==> src/rtl/pb_pkg.sv <==
package pb_pkg;

    typedef enum logic [1:0] {
        MODE_FULL  = 2'd0,
        MODE_VOICE = 2'd1,
        MODE_IMAGE = 2'd2,
        MODE_CALL  = 2'd3
    } pb_mode_e;

    function automatic pb_mode_e pb_next_mode(input pb_mode_e m);
        case (m)
            MODE_FULL:  return MODE_VOICE;
            MODE_VOICE: return MODE_IMAGE;
            MODE_IMAGE: return MODE_CALL;
            default:    return MODE_FULL;
        endcase
    endfunction

endpackage

==> src/rtl/pb_mode_sel.sv <==
module pb_mode_sel
    import pb_pkg::*;
(
    input  logic     clk,
    input  logic     rst_n,
    input  logic     adv,
    output pb_mode_e mode_o
);
    pb_mode_e mode_d, mode_q;

    always_comb begin
        mode_d = mode_q;
        if (adv) mode_d = pb_next_mode(mode_q);
    end

    always_ff @(posedge clk) begin
        if (!rst_n) mode_q <= MODE_FULL;
        else        mode_q <= mode_d;
    end

    assign mode_o = mode_q;


    mode_hold_chk: assert property (@(posedge clk) disable iff (!rst_n)
        !adv |=> mode_q == $past(mode_q));
endmodule

==> src/rtl/pb_idx_step.sv <==
module pb_idx_step #(
    parameter int unsigned IDX_W = 5,
    parameter int unsigned CNT_W = 5
) (
    input  logic [IDX_W-1:0] cur_idx,
    input  logic             dir_rev,
    input  logic [CNT_W-1:0] msg_count,
    output logic [IDX_W-1:0] step_idx,
    output logic             at_edge
);
    localparam int unsigned W = (CNT_W > IDX_W) ? CNT_W : IDX_W;

    logic [W-1:0] idx_w;
    logic [W-1:0] last_w;

    always_comb begin
        idx_w  = W'(cur_idx);
        last_w = W'(msg_count) - W'(1);
        if (dir_rev) begin
            at_edge  = (idx_w == '0);
            step_idx = cur_idx - IDX_W'(1);
        end else begin
            at_edge  = (idx_w >= last_w);
            step_idx = cur_idx + IDX_W'(1);
        end
    end
endmodule

==> src/rtl/pb_del_track.sv <==
module pb_del_track #(
    parameter int unsigned IDX_W = 5
) (
    input  logic             clk,
    input  logic             rst_n,
    input  logic             toggle,
    input  logic             commit,
    input  logic [IDX_W-1:0] cur_idx,
    output logic             del_req,
    output logic [IDX_W-1:0] del_idx
);
    typedef struct packed {
        logic             pending;
        logic [IDX_W-1:0] mark;
        logic             req;
        logic [IDX_W-1:0] req_idx;
    } del_state_t;

    del_state_t st_d, st_q;

    always_comb begin
        st_d     = st_q;
        st_d.req = 1'b0;
        if (commit) begin
            if (st_q.pending) begin
                st_d.req     = 1'b1;
                st_d.req_idx = st_q.mark;
            end
            st_d.pending = 1'b0;
        end else if (toggle) begin
            st_d.pending = ~st_q.pending;
            if (!st_q.pending) st_d.mark = cur_idx;
        end
    end

    always_ff @(posedge clk) begin
        if (!rst_n) st_q <= '0;
        else        st_q <= st_d;
    end

    assign del_req = st_q.req;
    assign del_idx = st_q.req_idx;


    del_req_single_chk: assert property (@(posedge clk) disable iff (!rst_n)
        del_req |=> !del_req);


    no_req_without_commit_chk: assert property (@(posedge clk) disable iff (!rst_n)
        !commit |=> !del_req);
endmodule

==> src/rtl/pb_playback_ctrl.sv <==
module pb_playback_ctrl
    import pb_pkg::*;
#(
    parameter int unsigned MAX_MSGS = 30,
    parameter int unsigned IDX_W    = $clog2(MAX_MSGS),
    parameter int unsigned CNT_W    = $clog2(MAX_MSGS + 1)
) (
    input  logic             clk,
    input  logic             rst_n,
    input  logic             btn_mode,
    input  logic             btn_play,
    input  logic             btn_delete,
    input  logic             btn_skip,
    input  logic             btn_stop,
    input  logic             msg_done,
    input  logic [CNT_W-1:0] msg_count,
    output logic [IDX_W-1:0] cur_idx,
    output logic             dir_rev,
    output logic             playing,
    output logic [1:0]       mode,
    output logic             del_req,
    output logic [IDX_W-1:0] del_idx
);
    localparam int unsigned W = (CNT_W > IDX_W) ? CNT_W : IDX_W;

    typedef struct packed {
        logic             playing;
        logic             dir_rev;
        logic [IDX_W-1:0] idx;
    } play_state_t;

    play_state_t st_d, st_q;
    pb_mode_e    mode_q;
    logic [IDX_W-1:0] step_idx;
    logic        at_edge;
    logic        end_play;
    logic        del_toggle;
    logic        in_call;

    pb_mode_sel u_mode (
        .clk    (clk),
        .rst_n  (rst_n),
        .adv    (btn_mode),
        .mode_o (mode_q)
    );

    pb_idx_step #(.IDX_W(IDX_W), .CNT_W(CNT_W)) u_step (
        .cur_idx   (st_q.idx),
        .dir_rev   (st_q.dir_rev),
        .msg_count (msg_count),
        .step_idx  (step_idx),
        .at_edge   (at_edge)
    );

    pb_del_track #(.IDX_W(IDX_W)) u_del (
        .clk     (clk),
        .rst_n   (rst_n),
        .toggle  (del_toggle),
        .commit  (end_play),
        .cur_idx (st_q.idx),
        .del_req (del_req),
        .del_idx (del_idx)
    );

    assign in_call = (mode_q == MODE_CALL);

    always_comb begin
        st_d       = st_q;
        end_play   = 1'b0;
        del_toggle = 1'b0;
        if (btn_mode) begin
            if (st_q.playing) begin
                st_d.playing = 1'b0;
                end_play     = 1'b1;
            end
        end else if (in_call) begin
            st_d = st_q;
        end else if (btn_stop) begin
            if (st_q.playing) begin
                st_d.playing = 1'b0;
                end_play     = 1'b1;
            end
        end else if (btn_play) begin
            if (st_q.playing) begin
                st_d.dir_rev = ~st_q.dir_rev;
            end else if (msg_count != '0) begin
                st_d.playing = 1'b1;
                st_d.dir_rev = 1'b0;
                st_d.idx     = '0;
            end
        end else if (btn_skip || msg_done) begin
            if (st_q.playing) begin
                if (at_edge) begin
                    st_d.playing = 1'b0;
                    end_play     = 1'b1;
                end else begin
                    st_d.idx = step_idx;
                end
            end
        end else if (btn_delete) begin
            if (st_q.playing) del_toggle = 1'b1;
        end
    end

    always_ff @(posedge clk) begin
        if (!rst_n) st_q <= '0;
        else        st_q <= st_d;
    end

    assign cur_idx = st_q.idx;
    assign dir_rev = st_q.dir_rev;
    assign playing = st_q.playing;
    assign mode    = mode_q;


    no_play_in_call_chk: assert property (@(posedge clk) disable iff (!rst_n)
        (mode == 2'd3) |-> !playing);


    idx_in_range_chk: assert property (@(posedge clk) disable iff (!rst_n)
        playing |-> W'(cur_idx) < W'(msg_count));


    del_req_after_end_chk: assert property (@(posedge clk) disable iff (!rst_n)
        del_req |-> (!playing && $past(playing)));


    mode_moves_chk: assert property (@(posedge clk) disable iff (!rst_n)
        btn_mode |=> mode != $past(mode));


    reverse_toggle_chk: assert property (@(posedge clk) disable iff (!rst_n)
        (playing && btn_play && !btn_mode && !btn_stop)
            |=> (playing && dir_rev != $past(dir_rev) && $stable(cur_idx)));


    mode_stops_play_chk: assert property (@(posedge clk) disable iff (!rst_n)
        btn_mode |=> !playing);
endmodule

==> config.mk <==
export PLATFORM = sky130hd
export DESIGN_NAME = pb_playback_ctrl
export DESIGN_NICKNAME = d
export VERILOG_FILES = /design/src/rtl/pb_pkg.sv /design/src/rtl/pb_mode_sel.sv /design/src/rtl/pb_idx_step.sv /design/src/rtl/pb_del_track.sv /design/src/rtl/pb_playback_ctrl.sv
export SDC_FILE = /design/constraint.sdc
export NUM_CORES = 1
export LEC_CHECK = 0
export BUFFER_PORTS_ARGS = -buffer_cell sky130_fd_sc_hd__buf_2
export CAP_MARGIN = 20
export CORE_UTILIZATION = 58
export CTS_CLUSTER_SIZE = 10
export DETAILED_ROUTE_END_ITERATION = 8
export MAX_ROUTING_LAYER = met4
export PLACE_DENSITY = 0.9
export SLEW_MARGIN = 20
export SYNTH_ARGS = -nofsm -noshare
export SYNTH_HDL_FRONTEND = slang
export SYNTH_HIERARCHICAL = 1
export SYNTH_SLANG_ARGS = --single-unit
==> constraint.sdc <==
create_clock -name clk -period 3.97 [get_ports clk]
set_input_delay 0.1985 -clock clk [delete_from_list [all_inputs] [get_ports clk]]
set_output_delay 0.1985 -clock clk [all_outputs]
set_load 0.005 [all_outputs]
==> impl_metrics.json <==
{
  "cp.arrival_ps": 3040,
  "hold_path.class": "in -> reg",
  "wl_per_cell_um": 13.8,
  "fin_crit_ps": 2810,
  "portBuffers": 27,
  "syn_avg_cell_area_um2": 9.34,
  "synth_area_um2": 1350,
  "htreeDepth": 1,
  "clock_sinks": 21,
  "final_area_um2": 1490,
  "synth-seq-area-share": 0.311,
  "first_iter_violations": 22,
  "postCtsSetupRepairBufs": 0,
  "yosysUniqueCellTypes": 41,
  "grt_max_degree": 23,
  "grt-ovfl-total": 0,
  "grt_pass1_wl_mm": 4.62,
  "drtPass1Iterations": 5,
  "hold_violations": 0,
  "antenna_cells": 0,
  "clock_skew_ps": 5.95,
  "cap_violations": 0,
  "fin_nets": 195,
  "totalPowerFinal_w": 0.000368,
  "yosysWarningCount": 6,
  "drc": 0,
  "worstPathMaxFanout": 13,
  "endpoint_kind": "flop",
  "placed_cell_area_um2": 1470,
  "start_util": 0.612,
  "design.core.area_um2": 2210,
  "syn_inst": 145,
  "crit_chain": "buf_2, inv_1, ha_1, nor3b_1, xnor2_1, ha_1, a21oi_1, o32a_1, o21ai_0, nor3b_1, a2bb2oi_1, o21a_1, nor3b_4, mux2i_1",
  "cts_inserted_buffers": 3,
  "first_global_vias": 1084,
  "crit_slowest_cell": "nor3b_4",
  "rsz0062_at_grt": "no",
  "tns_ps": 0,
  "clock_path_buffers": 2,
  "syn2layout_area_growth_pct": 10.3,
  "cp.required_ps": 4200,
  "gp_congestion": 0.770,
  "fin_crit_sh": 0.709,
  "p_per_area_nw_per_um2": 247,
  "layout-drive-gt1-share": 0.274,
  "die_area_um2": 2530,
  "cp_slowest_stage_delay_ps": 420,
  "root_buffer": "clkbuf_4",
  "cts_resized": 0,
  "power.leakage_nw": 0.668,
  "dieWidth_um": 50.3,
  "status": "complete, no violations",
  "top_level_ports": 28,
  "cp_num_buf_inv": 2,
  "dieHeight_um": 50.3,
  "peakVddDrop_mv": 0.181,
  "routed_via_density": 5.73,
  "antenna_found_initial": 0,
  "ant_nets": 0,
  "vias": 1124,
  "dpl.hpwl_mm": 2.06,
  "cts_tree": "done",
  "rows": 17,
  "cp_top_family": "compound AO/OA/AOI/OAI gates",
  "cts-hold-fix-buffers": 0,
  "drv_slew": 0,
  "wirelength_mm": 2.70,
  "slew_headroom": 0.691,
  "synth-seq-cells": 21,
  "start_kind": "input port",
  "clk_pin_slew_ps": 120,
  "fmax_mhz": 355,
  "clk_latency_ps": 300,
  "worstMarginPinSlew_ps": 463,
  "synth_nets": 171,
  "path_class": "in -> reg",
  "grtUsageTotal": 0.245,
  "setup_viol": 0
}
==> synth_stat cells <==
cell	n	area (um2)
a211oi_4	1	20.0
a21bo_2	5	50.1
a21o_1	2	15.0
a21oi_1	11	55.1
a22o_1	1	8.76
a2bb2oi_1	1	8.76
a31oi_1	1	6.26
a32o_1	2	20.0
a32o_2	3	33.8
a32oi_2	1	16.3
and2_1	1	6.26
and2_4	1	8.76
and3_1	1	6.26
and3_2	1	7.51
and4b_2	1	11.3
buf_2	2	10.0
buf_4	5	37.5
buf_6	1	11.3
dfxtp_1	21	420
fa_1	1	20.0
ha_1	12	150
inv_1	10	37.5
mux2i_1	6	60.1
nand2_1	12	45.0
nand2b_1	3	18.8
nand3_1	6	30.0
nor2_1	6	22.5
nor2b_1	2	12.5
nor3_1	5	25.0
nor3b_1	2	15.0
nor3b_4	1	18.8
nor4_1	1	6.26
o2111a_1	1	11.3
o21a_1	1	7.51
o21ai_0	1	5.00
o21ba_2	1	10.0
o22ai_1	1	6.26
o32a_1	1	10.0
o32ai_1	1	8.76
or4b_1	1	10.0
xnor2_1	8	70.1
==> power breakdown <==
part | total (W) | leakage (nW) | switching (W) | internal, W
Sequential | 0.000218 | 0.170 | 0.00000526 | 0.000213
Clock | 0.000102 | 0.0177 | 0.0000640 | 0.0000375
Combinational | 0.0000485 | 0.480 | 0.0000269 | 0.0000216
Total | 0.000368 | 0.668 | 0.0000962 | 0.000272
==> metrics by stage <==
stage               setup slack, ps  cells  hold slack (ps)  utilization
finish                         1160    196              278        0.675
global placement               1110    192              449        0.662
floorplan                      1510    145              320            -
CTS                            1190    196              265        0.675
global route                    956    196              274        0.675
detailed placement              946    192              459        0.662
==> cell usage in the layout, fill, tap and decap left out, types with 2 or more instances in the layout <==
cell      instances
nand3_1           6
nor2_1            6
buf_2            27
ha_1             12
a21o_1            2
nor3b_1           2
inv_1            10
dfxtp_1          21
a21oi_1          11
a32o_2            3
clkbuf_4          3
xnor2_1           8
nor2b_1           2
a32o_1            2
nor3_1            5
nand2b_1          3
mux2i_1           6
a21bo_2           5
nand2_1          12
==> metal layers <==
layer / vias to the layer above / global-route usage / share of wire
li1: 565 / - / -
met1: 523 / 0.295 / 0.46
met2: 28 / 0.387 / 0.47
met3: 8 / 0.0394 / 0.038
met4: 0 / 0.144 / 0.023
met5: - / - / 0
==> layout make-up <==
type                       instances  area [um2]
multi-input combinational        106         837
fill                             171         719
sequential                        21         420
timing repair buffer              27         135
inverter                          10        37.5
tap                               28        35.0
clock buffer                       3        22.5
clock inverter                     1        5.00
==> registers in the layout (all words and copies together) (netlist names) <==
| name | cells |
|---|---|
| u_mode/mode_o | 2 |
| cur_idx | 5 |
| u_del/del_idx | 5 |
| playing | 1 |
| u_del/st_q | 6 |
| u_del/del_req | 1 |
| dir_rev | 1 |
==> logic make-up (layout without fill, tap and decap cells) <==
kind of cell	Yosys count	count (layout)	synth area share
AO/OA/AOI/OAI	35	35	0.216
XOR/XNOR	8	8	0.0518
adder cells (fa/ha/maj)	13	13	0.126
buffers and inverters	18	41	0.0712
flip-flops	21	21	0.311
multiplexers	6	6	0.0444
AND/OR/NAND/NOR	44	44	0.180
==> worst min-delay path, cell delays in order <==
cell	delay (ps)
buf_2	140
a21oi_1	140
nor3_1	60
==> worst paths after layout <==
check        cells past startpoint              to  slack (ps)           start
max reg2reg                     10   u_del/st_q[7]        1190      cur_idx[0]
min reg2reg                      2  u_del/st_q[10]         480  u_del/st_q[10]
min                              3         dir_rev         280        btn_play
max                             14   u_del/st_q[7]        1160    msg_count[0]
(Power assumes the default switching activity.)
